--- src/rtl/l4cls_pkg.sv ---
package l4cls_pkg;

  typedef enum logic [3:0] {
    ERR_NONE      = 4'd0,
    ERR_MALFORMED = 4'd1,
    ERR_CSUM      = 4'd2,
    ERR_LENGTH    = 4'd3,
    ERR_PORT0     = 4'd4,
    ERR_FIN_ONLY  = 4'd8,
    ERR_NO_FLAGS  = 4'd9,
    ERR_FIN_RST   = 4'd10,
    ERR_SYN_URG   = 4'd11,
    ERR_SYN_RST   = 4'd12,
    ERR_SYN_FIN   = 4'd13
  } l4_err_e;

  localparam logic [7:0] PROTO_TCP   = 8'd6;
  localparam logic [7:0] PROTO_UDP   = 8'd17;
  localparam int         TCP_MIN_HDR = 20;
  localparam int         UDP_MIN_HDR = 8;
  localparam logic [3:0] TCP_MIN_DOFF = 4'd5;

  // Byte offsets of the captured fields (fixed by the wire format)
  localparam int OFS_SPORT = 0;
  localparam int OFS_DPORT = 2;
  localparam int OFS_ULEN  = 4;
  localparam int OFS_UCSUM = 6;
  localparam int OFS_DOFF  = 12;
  localparam int OFS_FLAGS = 13;

  typedef struct packed {
    logic [15:0] sport;
    logic [15:0] dport;
    logic [15:0] udp_len;
    logic [15:0] udp_csum;
    logic [3:0]  doff;
    logic [7:0]  flags;
  } l4_hdr_t;

  // Illegal flag combinations, lowest code first
  function automatic l4_err_e flag_verdict(input logic [7:0] f);
    logic fin, syn, rst, urg;
    fin = f[0];
    syn = f[1];
    rst = f[2];
    urg = f[5];
    if (f[5:0] == 6'b000001)  return ERR_FIN_ONLY;
    else if (f[5:0] == 6'b0)  return ERR_NO_FLAGS;
    else if (fin && rst)      return ERR_FIN_RST;
    else if (syn && urg)      return ERR_SYN_URG;
    else if (syn && rst)      return ERR_SYN_RST;
    else if (syn && fin)      return ERR_SYN_FIN;
    else                      return ERR_NONE;
  endfunction

endpackage

--- src/rtl/l4cls_hdr_capture.sv ---
module l4cls_hdr_capture
  import l4cls_pkg::*;
#(
  parameter int LEN_W = 16
) (
  input  logic             clk,
  input  logic             rst_n,
  input  logic             beat_ok,
  input  logic             beat_sop,
  input  logic [7:0]       beat_data,
  input  logic [7:0]       proto_in,
  input  logic [LEN_W-1:0] ip_len_in,
  output logic [LEN_W-1:0] beat_idx,
  output logic [LEN_W-1:0] byte_cnt,
  output l4_hdr_t          hdr,
  output logic [7:0]       proto,
  output logic [LEN_W-1:0] ip_len
);

  localparam logic [LEN_W-1:0] CNT_MAX = '1;

  logic [LEN_W-1:0] cnt_q, cnt_d;
  l4_hdr_t          hdr_q, hdr_d;
  logic [7:0]       proto_q, proto_d;
  logic [LEN_W-1:0] iplen_q, iplen_d;

  assign beat_idx = beat_sop ? '0 : cnt_q;

  always_comb begin
    cnt_d   = cnt_q;
    hdr_d   = hdr_q;
    proto_d = proto_q;
    iplen_d = iplen_q;
    if (beat_ok) begin
      cnt_d = (beat_idx == CNT_MAX) ? CNT_MAX : beat_idx + 1'b1;
      if (beat_sop) begin
        hdr_d   = '0;
        proto_d = proto_in;
        iplen_d = ip_len_in;
      end
      case (beat_idx)
        LEN_W'(OFS_SPORT):     hdr_d.sport[15:8]    = beat_data;
        LEN_W'(OFS_SPORT + 1): hdr_d.sport[7:0]     = beat_data;
        LEN_W'(OFS_DPORT):     hdr_d.dport[15:8]    = beat_data;
        LEN_W'(OFS_DPORT + 1): hdr_d.dport[7:0]     = beat_data;
        LEN_W'(OFS_ULEN):      hdr_d.udp_len[15:8]  = beat_data;
        LEN_W'(OFS_ULEN + 1):  hdr_d.udp_len[7:0]   = beat_data;
        LEN_W'(OFS_UCSUM):     hdr_d.udp_csum[15:8] = beat_data;
        LEN_W'(OFS_UCSUM + 1): hdr_d.udp_csum[7:0]  = beat_data;
        LEN_W'(OFS_DOFF):      hdr_d.doff           = beat_data[7:4];
        LEN_W'(OFS_FLAGS):     hdr_d.flags          = beat_data;
        default: ;
      endcase
    end
  end

  always_ff @(posedge clk or negedge rst_n) begin
    if (!rst_n) begin
      cnt_q   <= '0;
      hdr_q   <= '0;
      proto_q <= '0;
      iplen_q <= '0;
    end else begin
      cnt_q   <= cnt_d;
      hdr_q   <= hdr_d;
      proto_q <= proto_d;
      iplen_q <= iplen_d;
    end
  end

  assign byte_cnt = cnt_q;
  assign hdr      = hdr_q;
  assign proto    = proto_q;
  assign ip_len   = iplen_q;

  // Each accepted beat advances the count by one from its index
  assert_cnt_step_R10: assert property (@(posedge clk) disable iff (!rst_n)
    (beat_ok && beat_idx != CNT_MAX) |=> (byte_cnt == $past(beat_idx) + 1'b1));

  // Idle beats leave every captured value untouched
  assert_idle_hold_R10: assert property (@(posedge clk) disable iff (!rst_n)
    !beat_ok |=> ($stable(byte_cnt) && $stable(hdr) && $stable(proto) && $stable(ip_len)));

  // Sideband taken only with the first byte
  assert_side_hold_R10: assert property (@(posedge clk) disable iff (!rst_n)
    (beat_ok && !beat_sop) |=> ($stable(proto) && $stable(ip_len)));

endmodule

--- src/rtl/l4cls_csum_acc.sv ---
module l4cls_csum_acc (
  input  logic        clk,
  input  logic        rst_n,
  input  logic        beat_ok,
  input  logic        beat_sop,
  input  logic        low_lane,
  input  logic [7:0]  beat_data,
  input  logic [15:0] seed,
  output logic [15:0] acc
);

  logic [15:0] acc_q, acc_d;
  logic [15:0] base, addend;
  logic [16:0] raw;

  always_comb begin
    base   = beat_sop ? seed : acc_q;
    addend = low_lane ? {8'h00, beat_data} : {beat_data, 8'h00};
    raw    = {1'b0, base} + {1'b0, addend};
    acc_d  = acc_q;
    if (beat_ok) acc_d = raw[15:0] + {15'd0, raw[16]};
  end

  always_ff @(posedge clk or negedge rst_n) begin
    if (!rst_n) acc_q <= '0;
    else        acc_q <= acc_d;
  end

  assign acc = acc_q;

  assert_acc_hold_R6: assert property (@(posedge clk) disable iff (!rst_n)
    !beat_ok |=> $stable(acc));

  // With end-around carry a nonzero addend can never leave a zero sum
  assert_acc_nonzero_R6: assert property (@(posedge clk) disable iff (!rst_n)
    (beat_ok && beat_data != 8'h00) |=> (acc != 16'h0000));

endmodule

--- src/rtl/l4cls_verdict.sv ---
module l4cls_verdict
  import l4cls_pkg::*;
#(
  parameter int LEN_W = 16
) (
  input  logic             clk,
  input  logic             rst_n,
  input  logic             pkt_end,
  input  l4_hdr_t          hdr,
  input  logic [LEN_W-1:0] byte_cnt,
  input  logic [7:0]       proto,
  input  logic [LEN_W-1:0] ip_len,
  input  logic [15:0]      acc,
  output logic             verdict_valid,
  output logic [3:0]       verdict_code
);

  localparam logic [LEN_W-1:0] TCP_MIN = LEN_W'(TCP_MIN_HDR);
  localparam logic [LEN_W-1:0] UDP_MIN = LEN_W'(UDP_MIN_HDR);

  logic             valid_q, valid_d;
  logic             is_tcp, is_udp;
  logic [LEN_W-1:0] min_len, hdr_bytes;
  logic             malformed, len_bad, port_zero, csum_bad;
  l4_err_e          flag_code, cls;

  always_comb begin
    is_tcp    = (proto == PROTO_TCP);
    is_udp    = (proto == PROTO_UDP);
    min_len   = is_tcp ? TCP_MIN : UDP_MIN;
    hdr_bytes = LEN_W'({hdr.doff, 2'b00});
    malformed = (byte_cnt < min_len) ||
                (is_tcp && ((hdr.doff < TCP_MIN_DOFF) || (hdr_bytes > byte_cnt)));
    len_bad   = (byte_cnt != ip_len) || (is_udp && (LEN_W'(hdr.udp_len) != ip_len));
    port_zero = (hdr.sport == 16'd0) || (hdr.dport == 16'd0);
    flag_code = is_tcp ? flag_verdict(hdr.flags) : ERR_NONE;
    csum_bad  = (acc != 16'hFFFF) && !(is_udp && hdr.udp_csum == 16'd0);

    if (!(is_tcp || is_udp))      cls = ERR_NONE;
    else if (malformed)           cls = ERR_MALFORMED;
    else if (len_bad)             cls = ERR_LENGTH;
    else if (port_zero)           cls = ERR_PORT0;
    else if (flag_code != ERR_NONE) cls = flag_code;
    else if (csum_bad)            cls = ERR_CSUM;
    else                          cls = ERR_NONE;
  end

  assign valid_d = pkt_end;

  always_ff @(posedge clk or negedge rst_n) begin
    if (!rst_n) valid_q <= 1'b0;
    else        valid_q <= valid_d;
  end

  assign verdict_valid = valid_q;
  assign verdict_code  = valid_q ? cls : ERR_NONE;

  assert_done_after_end_R9: assert property (@(posedge clk) disable iff (!rst_n)
    verdict_valid |-> $past(pkt_end));

  assert_code_legal_R8: assert property (@(posedge clk) disable iff (!rst_n)
    verdict_valid |-> (verdict_code inside {4'd0, 4'd1, 4'd2, 4'd3, 4'd4,
                                            4'd8, 4'd9, 4'd10, 4'd11, 4'd12, 4'd13}));

  assert_udp_nocsum_R7: assert property (@(posedge clk) disable iff (!rst_n)
    (verdict_valid && proto == PROTO_UDP && hdr.udp_csum == 16'd0) |-> (verdict_code != 4'd2));

  assert_short_hdr_R2: assert property (@(posedge clk) disable iff (!rst_n)
    (verdict_valid && (proto == PROTO_TCP || proto == PROTO_UDP) && byte_cnt < UDP_MIN)
      |-> (verdict_code == 4'd1));

  assert_other_proto_R1: assert property (@(posedge clk) disable iff (!rst_n)
    (verdict_valid && proto != PROTO_TCP && proto != PROTO_UDP) |-> (verdict_code == 4'd0));

endmodule

--- src/rtl/l4_err_classifier.sv ---
module l4_err_classifier
  import l4cls_pkg::*;
#(
  parameter int LEN_W = 16
) (
  input  logic             clk,
  input  logic             rst_n,
  input  logic             in_valid,
  input  logic             in_sop,
  input  logic             in_eop,
  input  logic [7:0]       in_data,
  input  logic [7:0]       ip_proto,
  input  logic [LEN_W-1:0] ip_l4_len,
  input  logic [15:0]      ip_psum,
  output logic             verdict_valid,
  output logic [3:0]       verdict_code
);

  // Asynchronous assertion, synchronous release
  logic [1:0] rst_pipe;
  logic       rst_n_int;

  always_ff @(posedge clk or negedge rst_n) begin
    if (!rst_n) rst_pipe <= 2'b00;
    else        rst_pipe <= {rst_pipe[0], 1'b1};
  end
  assign rst_n_int = rst_pipe[1];

  logic [LEN_W-1:0] beat_idx, byte_cnt, ip_len;
  l4_hdr_t          hdr;
  logic [7:0]       proto;
  logic [15:0]      acc;

  l4cls_hdr_capture #(.LEN_W(LEN_W)) u_capture (
    .clk       (clk),
    .rst_n     (rst_n_int),
    .beat_ok   (in_valid),
    .beat_sop  (in_sop),
    .beat_data (in_data),
    .proto_in  (ip_proto),
    .ip_len_in (ip_l4_len),
    .beat_idx  (beat_idx),
    .byte_cnt  (byte_cnt),
    .hdr       (hdr),
    .proto     (proto),
    .ip_len    (ip_len)
  );

  l4cls_csum_acc u_csum (
    .clk       (clk),
    .rst_n     (rst_n_int),
    .beat_ok   (in_valid),
    .beat_sop  (in_sop),
    .low_lane  (beat_idx[0]),
    .beat_data (in_data),
    .seed      (ip_psum),
    .acc       (acc)
  );

  l4cls_verdict #(.LEN_W(LEN_W)) u_verdict (
    .clk           (clk),
    .rst_n         (rst_n_int),
    .pkt_end       (in_valid && in_eop),
    .hdr           (hdr),
    .byte_cnt      (byte_cnt),
    .proto         (proto),
    .ip_len        (ip_len),
    .acc           (acc),
    .verdict_valid (verdict_valid),
    .verdict_code  (verdict_code)
  );

endmodule

--- config.mk ---
export PLATFORM = sky130hd
export DESIGN_NAME = l4_err_classifier
export DESIGN_NICKNAME = d
export VERILOG_FILES = /design/src/rtl/l4cls_pkg.sv /design/src/rtl/l4cls_hdr_capture.sv /design/src/rtl/l4cls_csum_acc.sv /design/src/rtl/l4cls_verdict.sv /design/src/rtl/l4_err_classifier.sv
export SDC_FILE = /design/constraint.sdc
export NUM_CORES = 1
export LEC_CHECK = 0
export CAP_MARGIN = 25
export CORE_MARGIN = 2
export CORE_UTILIZATION = 66
export CTS_BUF_LIST = sky130_fd_sc_hd__clkbuf_8
export DETAILED_ROUTE_END_ITERATION = 8
export DONT_BUFFER_PORTS = 1
export PLACE_DENSITY = 0.89
export SLEW_MARGIN = 20
export SYNTH_ARGS = -nofsm -noshare
export SYNTH_HDL_FRONTEND = slang
export SYNTH_SLANG_ARGS = --single-unit
--- constraint.sdc ---
create_clock -name clk -period 7.4 [get_ports clk]
set_input_delay 1.11 -clock clk [delete_from_list [all_inputs] [get_ports clk]]
set_output_delay 1.11 -clock clk [all_outputs]
set_load 0.03 [all_outputs]
==> results.md, run 1 <==
* Status: complete, but fails checks
* Failing checks: DRC
* Post-CTS Setup Inserts at 0
* Worst Hold Class: in2async
* Detail-routed net length per standard cell at 18.5 µm
* Top cells by area, synth: dfrtp_1 (42%), mux2_2 (7.7%), nand2_1 (7.7%)
* Vias in the first global route at 6,312
* Worst Skew at 17.0 ps
* Final worst setup slack at 2220 ps
* Fmax at 193 MHz
* Routed Antenna Nets at 0
* Max Cap Viol at 0
* EDFF count, synth at 0
* Hold Buf Count CTS at 0
* CP startpoint: in_sop
* Die area at 12,800 µm²
* Max Slew Vio Count at 0
* Grt total ovfl at 0
* Post-Route WL at 18.3 mm
* RSZ-0062 raised after global routing: no
* Total GRT Usage at 30.4%
* GPL Wtd Cong at 0.909
* Dpl ws at 1860 ps
* Final nets at 918
* Crit path capture type: register
* Yosys top cell area share at 42.3%
* R2R depth at 19
* P_leak at 3.54 nW
* Area taken by multi-input logic gates at 4270 µm²
* Syn_nets at 946
* Num ports at 58
* Critical R2R Launch: u_capture.byte_cnt[0]
* Power Dens Cells at 258 nW/µm²
* Hold Violations, Final at 0
* Area of the mapped netlist at 7860 µm²
* Yosys warns at 0
* Arr. time, crit path at 5540 ps
* Cells after DPL at 960
* Yosys reg bits at 133
* Crit-path max FO at 40
* Yosys cell types at 71
* CP Capture Point: u_csum.acc[12]
* Most used DFF post-synth: dfrtp_1
* Clock buffer depth at 2
* Critical R2R Capture: u_csum.acc[12]
* Final cell count without fillers at 993
* Htree depth at 4
* Sequential cell area at 3330 µm²
* Pre-antenna DRT Iters at 7
* Drc violations at 3
* DR iter-0 viols at 484
* IO Port Bufs at 0
* # fillers at 835
* CTS tree: yes
* Most numerous cell in the Yosys netlist: nand2_1
* # resized after CTS at 0
* Vias post-DR at 6,379
* FFs w/ async S/R, synth at 100%
* Die Y at 113 µm
* Die Width at 113 µm
* Largest net degree at the start of global routing at 91
* Number of antenna diodes at 0
* Post-Syn Instances at 865
* Clock Sinks at 133
* Clock Pin Slew Worst Setup and Hold Paths at 90 ps
* Vias per Instance at 6.42
* Commonest cells post-synth: nand2_1 (161), dfrtp_1 (133), o21ai_0 (74), mux2_2 (54), nor2_1 (49)
* First-pass GRT wire length at 30.7 mm
* Max VDD drop at 0.198 mV
* Total power at 2.13 mW
* CP startpoint kind: input pin
* Dpl hpwl at 12.7 mm
* Worst-skew pair later-pin latency at 460 ps
* Antenna violations before repair at 1
* Setup TNS at 0 ps
* Slew margin rel. at 34.1%
* Period minus WS final at 5180 ps
* CTS buffer count at 17
* Clk root buf: clkbuf_8
* Tcrit/Tclk final at 70.0%
* Post-synthesis sequential area ratio at 42.3%
* Worst slew pin tran at 985 ps
* Initial core utilization at 68.3%
* Area leader, netlist: dfrtp_1
* Flop2flop setup slack at 2300 ps
* Critical path type: in2reg
* Final setup fails at 0
* Avg Inst Size Synth at 9.09 µm²
* Core area at 11,500 µm²
* # rows at 39
* Critical path required time at 7760 ps
* Layout area overhead at 5.06%
* Layout cell share with drive strength beyond 1 at 12.9%
==> where the power goes <==
group	internal [mW]	switching, mW	total [mW]	leakage, nW
combinational	0.280	0.335	0.615	1.63
clock	0.315	0.292	0.607	0.203
sequential	0.820	0.0903	0.910	1.71
total	1.41	0.718	2.13	3.54
==> kinds of logic after synthesis <==
kind of cell               count (synthesis)  share of synthesized area [%]
other                                      1                         0.0477
and+or+nand+nor                          337                           20.4
buffers and inverters                     66                           3.34
DFF                                      133                           42.3
adders and majority gates                 28                           4.55
AOI/OAI and AO/OA                        186                           14.9
muxes                                     56                           7.99
xor gates and xnor gates                  58                           6.46
==> area by class of cell <==
class | count | area share (%)
Clock buffer | 19 | 3.17
Clock inverter | 13 | 1.58
Inverter | 15 | 0.682
Multi-Input combinational cell | 666 | 51.7
Sequential cell | 133 | 40.3
Tap cell | 143 | 2.17
Timing Repair Buffer | 4 | 0.333
==> metal layers <==
metal | vias to the layer above | GRT usage, % | wire length (µm) | share of wire, %
met5 | - | 0 | 13 | 0.071
li1 | 2975 | - | - | -
met3 | 44 | 8.84 | 1410 | 7.7
met1 | 3102 | 40.7 | 7760 | 42
met4 | 2 | 11.6 | 453 | 2.5
met2 | 256 | 47.1 | 8710 | 47
==> registers in the layout (all words and copies together), names as in the netlist <==
register	count
rst_pipe	2
u_capture.byte_cnt	16
u_capture.hdr	74
u_capture.ip_len	16
u_capture.proto	8
u_csum.acc	16
u_verdict.verdict_valid	1
==> cell usage in the layout, fill, tap and decap left out, types with 22 or more instances in the layout <==
| cell type | netlist | layout |
|---|---|---|
| mux2_2 | 54 | 54 |
| and2_1 | 22 | 22 |
| dfrtp_1 | 133 | 132 |
| nor2_1 | 49 | 49 |
| a21oi_1 | 44 | 44 |
| nand2_1 | 161 | 160 |
| nor4_1 | 23 | 23 |
| xnor2_1 | 31 | 31 |
| ha_1 | 27 | 27 |
| o21ai_0 | 74 | 74 |
| xor2_1 | 27 | 27 |
==> through the flow <==
stage	hold WS (ps)	util [%]	cell area, µm²
after floorplan	331	-	7860
after global placement	340	68.3	7860
after detailed placement	340	68.3	7860
after CTS	315	71.7	8260
after global routing	307	71.7	8260
final	339	71.7	8260
==> critical path, cell delays in order <==
cell and delay [ps]:
nor2b_1 540, inv_2 200, and2_1 220, ha_1 400, and2_2 250, nand3_1 110
a21oi_2 240, o41ai_4 150, o21ai_0 170, a21o_1 140, a21oi_1 60, o21bai_1 270
ha_1 230, ha_1 220, nand2_1 110, nor4_2 280, nand3_1 260, o31a_1 310
o31a_1 280
==> how the worst min path moves through the flow <==
stage	depth (start not counted)	from	to
after floorplan	0	rst_pipe[0]	rst_pipe[1]
after global placement	0	rst_pipe[0]	rst_pipe[1]
after detailed placement	0	rst_pipe[0]	rst_pipe[1]
after CTS	0	rst_n	rst_pipe[1]
after global routing	0	rst_n	rst_pipe[1]
final	0	rst_n	rst_pipe[1]
Power figures use the tool's default switching activity.
==> inputs of run 2 (changes only) <==
ABC_AREA = 1   (was default)
CORE_UTILIZATION = 60   (was 66)
PLACE_DENSITY = 0.86   (was 0.89)
clock period = 4.3 ns   (was 7.4 ns; I/O delays follow)
==> results.md, run 2 <==
* Met1 Track Usage GR at 40.3%
* Core area at 13,200 µm²
* Top cells by area, synth: dfrtp_1 (41%), nand2_1 (14%), nand3_1 (6.2%)
* Clock group share of total power at 31.5%
* Net Sw Power at 1.09 mW
* FFs w/ async S/R, synth at 100%
* Largest register FFs at 74
* Clock Pin Slew Worst Setup and Hold Paths at 80 ps
* # fillers at 1,109
* Clk root buf: clkbuf_8
* Dpl ws at 204 ps
* Num ports at 58
* Yosys top cell area share at 41.0%
* Antenna violations before repair at 0
* Layout cell share with drive strength beyond 1 at 9.31%
* Sequential cell area at 3330 µm²
* Die Width at 120 µm
* Sw Share at 33.3%
* CP Depth at 23
* EDFF count, synth at 0
* CP startpoint: u_capture.byte_cnt[0]
* Detail-routed net length per standard cell at 16.0 µm
* Drc violations at 0
* Post-synthesis sequential area ratio at 41.0%
* First-pass GRT wire length at 33.6 mm
* Critical R2R Capture: u_csum.acc[12]
* Layout area overhead at 7.06%
* Final setup fails at 0
* Met2 usage at 47.3%
* Grt total ovfl at 0
* Total GRT Usage at 29.6%
* Crit path capture type: register
* R2R depth at 23
* Most frequent cells in the layout: nand2_1 (305), dfrtp_1 (132), inv_1 (117), nand3_1 (100), nor2_1 (88)
* Pre-antenna DRT Iters at 6
* Max VDD drop at 0.218 mV
* P_leak at 4.39 nW
* Yosys warns at 0
* Area of the mapped netlist at 8120 µm²
* Critical path required time at 4630 ps
* Critical Path, Cell by Cell: inv_1, nor2_1, buf_4, nor2_1, ha_1, nand2_1, nor2_1, and2_1, nand2_1, nand2_1, a21oi_1, o21bai_1, ha_1, ha_1, inv_1, nor2_1, nand3_1, nor2_1, nand2_1, nor2_2, nand3_1, nand3_1, o21ai_0
* Setup TNS at 0 ps
* Worst slew pin tran at 927 ps
* Most common cell after layout, fill and taps aside: nand2_1
* Final cell count without fillers at 1,261
* Vias per Instance at 5.77
* Largest net degree at the start of global routing at 77
* Commonest cells post-synth: nand2_1 (306), dfrtp_1 (133), inv_1 (116), nand3_1 (100), nor2_1 (89)
* RSZ-0062 raised after global routing: no
* Die area at 14,500 µm²
* Post-CTS Setup Inserts at 0
* Tcrit/Tclk final at 87.0%
* Die Y at 120 µm
* Worst path top cell family by delay: simple AND/OR/NAND/NOR gates
* Worst Skew at 11.3 ps
* Fmax at 267 MHz
* Cells after DPL at 1,227
* Critical hold path startpoint: in_eop
* Max Slew Vio Count at 0
* Area leader, netlist: dfrtp_1
* Max Cap Viol at 0
* Dpl hpwl at 14.8 mm
* CP Buf/Inv Count at 3
* Clock Sinks at 133
* Post-Route WL at 20.2 mm
* Final nets at 1,153
* Syn_nets at 1,158
* Period minus WS final at 3740 ps
* Worst-skew pair later-pin latency at 450 ps
* CP startpoint kind: register
* CTS tree: yes
* Slowest cell on the critical path: dfrtp_1
* Worst Hold Class: in2reg
* Vias post-DR at 7,281
* Most frequent CP cell: nor2_1
* Status: completed
* Area taken by multi-input logic gates at 4170 µm²
* Critical path type: reg2reg
* Crit-path max FO at 12
* Number of antenna diodes at 0
* Slowest cell delay on critical path at 420 ps
* Final worst setup slack at 557 ps
* CTS buffer count at 17
* Htree depth at 4
* Yosys cell types at 45
* Most used DFF post-synth: dfrtp_1
* Power Dens Cells at 376 nW/µm²
* Cell internal pwr at 2.18 mW
* Slew margin rel. at 38.1%
* Yosys reg bits at 133
* Hold Violations, Final at 0
* DR iter-0 viols at 833
* Vias in the first global route at 6,854
* Hold path depth at 2
* Flop2flop setup slack at 560 ps
* IO Port Bufs at 0
* Comb power frac at 22.8%
* Routed Antenna Nets at 0
* Clock buffer depth at 2
* Critical R2R Launch: u_capture.byte_cnt[0]
* Most numerous cell in the Yosys netlist: nand2_1
* Initial core utilization at 61.3%
* Avg Inst Size Synth at 7.54 µm²
* # rows at 42
* Sequential share of power at 45.7%
* GR Util met3 at 4.91%
* Most Crowded Layer GR: met2
* Worst min-delay path endpoint: u_verdict.verdict_valid
* GPL Wtd Cong at 0.943
* Post-Syn Instances at 1,077
* Arr. time, crit path at 4070 ps
## run 2: cell count changes after synthesis, sizes merged, moves of 18 or more
cell,delta
a21oi,-31
nand2,+154
nand3,+87
o21ai,+18
nor2,+37
inv,+102
mux2,-54
and2,-20
## run 2: repair_timing
action,4_1_cts,5_1_grt
hold buffers,1,0
resized for setup,0,2
hold endpoints to repair,2,0
endpoints found under the setup margin,0,3
## run 2: worst max path at each step
| stage | to | slack, ps |
|---|---|---|
| finish | u_csum.acc[12] | 560 |
| global route | u_csum.acc[12] | 120 |
| CTS | u_csum.acc[12] | 360 |
| detailed placement | u_csum.acc[12] | 200 |
| global placement | u_csum.acc[12] | 420 |
| floorplan | u_capture.byte_cnt[0] | 320 |
## run 2: layout make-up
cell class / instances / area share [%]
multi-input combinational: 787 / 48.0
sequential: 133 / 38.3
inverter: 118 / 5.16
clock buffer: 19 / 3.01
tap: 176 / 2.53
clock inverter: 13 / 1.53
timing repair buffer: 15 / 1.47
## run 2: stage by stage
stage          cell area (µm²)  power (mW)  util, %  hold slack (ps)
5_1_grt                   8690        3.45     65.6              282
4_1_cts                   8680        3.26     65.5              279
6_report                  8690        3.27     65.6              298
3_5_place_dp              8270        2.24     62.5              336
3_3_place_gp              8270        2.21     62.5              336
2_1_floorplan             8120        2.05        -              331
## run 2: kinds of logic (layout without fill, tap and decap cells)
group,after synthesis,count (layout),synth area share [%]
simple gates,573,573,31.6
fa+ha+maj,28,28,4.41
xor+xnor,34,34,3.67
other cells,1,1,0.0462
compound gates,151,151,11.6
buf+inv,157,165,7.71
flops,133,133,41.0
## run 2: power groups by stage
| stage | logic (mW) | clock network [mW] | registers [mW] |
|---|---|---|---|
| after floorplan | 0.566 | 0 | 1.49 |
| after global placement | 0.705 | 0 | 1.51 |
| after detailed placement | 0.727 | 0 | 1.52 |
| after CTS | 0.734 | 1.04 | 1.49 |
| after global routing | 0.845 | 1.10 | 1.51 |
| final | 0.744 | 1.03 | 1.50 |
## run 2: per-layer routing
metal	vias to the layer above	part of all wire, %
met4	0	3.1
met5	-	0
met1	3416	43
met2	296	47
li1	3517	-
met3	52	6.7
==> inputs of run 3 (changes only) <==
ABC_AREA = default   (was 1)
==> results.md, run 3 (synthesis results as in run 1) <==
* Worst path top cell family by delay: simple AND/OR/NAND/NOR gates
* Max Slew Vio Count at 0
* Pre-antenna DRT Iters at 6
* Die Y at 118 µm
* First-pass GRT wire length at 31.0 mm
* Clock buffer depth at 2
* Most common cell after layout, fill and taps aside: nand2_1
* CP startpoint kind: register
* Final worst setup slack at 276 ps
* Max VDD drop at 0.309 mV
* Tcrit/Tclk final at 93.6%
* Cells after DPL at 998
* Antenna violations before repair at 2
* Hold Violations, Final at 0
* IO Port Bufs at 0
* Slowest cell on the critical path: or4_1
* CTS tree: yes
* Sw Share at 33.1%
* Flop2flop setup slack at 290 ps
* Sequential share of power at 41.2%
* GPL Wtd Cong at 0.933
* Hold path depth at 1
* Vias post-DR at 6,394
* Critical hold path startpoint: in_valid
* GR Util met3 at 5.45%
* RSZ-0062 raised after global routing: no
* # rows at 41
* Final nets at 927
* Clk root buf: clkbuf_8
* DR iter-0 viols at 606
* CTS buffer count at 17
* Final Util at 66.4%
* Vias per Instance at 6.20
* Met2 usage at 43.9%
* Clock group share of total power at 29.9%
* Arr. time, crit path at 3380 ps
* Dpl hpwl at 12.9 mm
* Drc violations at 0
* Most Crowded Layer GR: met2
* Largest register FFs at 74
* Total GRT Usage at 27.8%
* Slowest cell delay on critical path at 550 ps
* Critical path type: reg2out
* Worst-skew pair later-pin latency at 460 ps
* Net Sw Power at 1.27 mW
* Most frequent cells in the layout: nand2_1 (160), dfrtp_1 (132), o21ai_0 (73), mux2_2 (54), nor2_1 (49)
* Worst Hold Class: in2reg
* Layout area overhead at 7.37%
* Die Width at 118 µm
* Worst Skew at 12.6 ps
* Grt total ovfl at 0
* Fmax at 249 MHz
* Die area at 14,000 µm²
* Largest net degree at the start of global routing at 73
* Critical R2R Capture: u_csum.acc[12]
* Final setup fails at 0
* Core area at 12,700 µm²
* Critical Path, Cell by Cell: or4_1, or2_2, inv_2, ha_1, a21boi_0, o21ai_0, a32oi_1, o211a_1, nand3_1, nor4_1, buf_4
* Status: completed
* Initial core utilization at 61.8%
* Total power at 3.83 mW
* Post-Route WL at 18.7 mm
* CP Buf/Inv Count at 2
* Slew margin rel. at 34.1%
* R2R depth at 19
* Crit-path max FO at 7
* Vias in the first global route at 6,135
* Clock Sinks at 133
* Layout cell share with drive strength beyond 1 at 14.0%
* # fillers at 1,032
* Clock Pin Slew Worst Setup and Hold Paths at 90 ps
* Dpl ws at -84.1 ps
* Max Cap Viol at 0
* Critical R2R Launch: u_capture.byte_cnt[0]
* Critical path required time at 3650 ps
* Period minus WS final at 4020 ps
* Final cell count without fillers at 1,031
* Crit path capture type: output pin
* Met1 Track Usage GR at 37.2%
* P_leak at 3.60 nW
* Num ports at 58
* Worst min-delay path endpoint: u_csum.acc[4]
* Detail-routed net length per standard cell at 18.1 µm
* Cell internal pwr at 2.56 mW
* Power Dens Cells at 453 nW/µm²
* Fin Hold WS at 258 ps
* Htree depth at 4
* Worst slew pin tran at 985 ps
* Comb power frac at 28.8%
* Routed Antenna Nets at 0
## run 3: changes by cell type in the layout (fill, tap and decap cells not counted), moves of 10 or more
cell / before / now
mux2_2: 0 / 54
inv_1: 117 / 14
and2_1: 3 / 22
o21ai_2: 24 / 0
nand3_1: 100 / 18
nand2_1: 305 / 160
o22ai_1: 11 / 1
nor2_1: 88 / 49
xnor2_1: 15 / 31
a21oi_1: 14 / 44
## run 3: worst reg2reg max path, stage by stage, from the launching register on
cell and delay (ps):
dfrtp_1 370, nor2b_2 180, buf_4 150, and2_1 150
ha_1 340, a21o_1 160, nand4_1 190, a21oi_2 270
o41ai_4 110, o21ai_1 130, a21o_1 130, a21oi_1 60
o21bai_1 200, ha_1 200, ha_1 210, nand2_1 90
nor4_2 240, nand3_2 180, o31a_1 270, o31a_1 270
## run 3: worst max-delay path by stage
stage          cells past startpoint  slack [ps]               to             startpoint
6_report                          11         280  verdict_code[3]     u_capture.proto[3]
5_1_grt                           20          20   u_csum.acc[12]  u_capture.byte_cnt[0]
3_5_place_dp                      19         -80   u_csum.acc[15]                 in_sop
2_1_floorplan                     20          40   u_csum.acc[12]                 in_sop
4_1_cts                           19         160   u_csum.acc[15]  u_capture.byte_cnt[0]
3_3_place_gp                      19          70   u_csum.acc[15]                 in_sop
## run 3: metal layers
metal | share of wire, % | wire length [µm]
met5 | 0.070 | 13
met1 | 43 | 7950
met2 | 48 | 8920
met4 | 3.3 | 626
met3 | 6.3 | 1170
## run 3: layout make-up
| cell class | instances | area, µm² | share of cell area, % |
|---|---|---|---|
| timing repair buffer | 13 | 113 | 1.33 |
| multi-input combinational | 666 | 4290 | 50.9 |
| inverter | 15 | 56.3 | 0.667 |
| sequential | 133 | 3330 | 39.5 |
| clock buffer | 18 | 248 | 2.93 |
| tap | 172 | 215 | 2.55 |
| clock inverter | 13 | 183 | 2.16 |
| antenna | 1 | 2.50 | 0.0296 |
## run 3: repair_timing
| item | CTS | global route |
|---|---|---|
| hold endpoints to repair | 2 | 0 |
| endpoints found under the setup margin | 0 | 4 |
| resized for setup | 0 | 3 |
| hold buffers | 1 | 0 |
| buffers inserted | 0 | 0 |
## run 3: per-stage QoR
stage	setup TNS (ps)	cell area (µm²)
after floorplan	0	7880
after CTS	0	8420
after global routing	0	8440
final	0	8440
after detailed placement	-184	7980
after global placement	0	7980
## run 3: power groups by stage
stage                     Sequential (mW)  Combinational (mW)  Clock (mW)
after floorplan                      1.54               0.877           0
after global placement               1.59                1.04           0
after detailed placement             1.60                1.07           0
after CTS                            1.57                1.08        1.16
after global routing                 1.60                1.22        1.21
final                                1.58                1.10        1.15
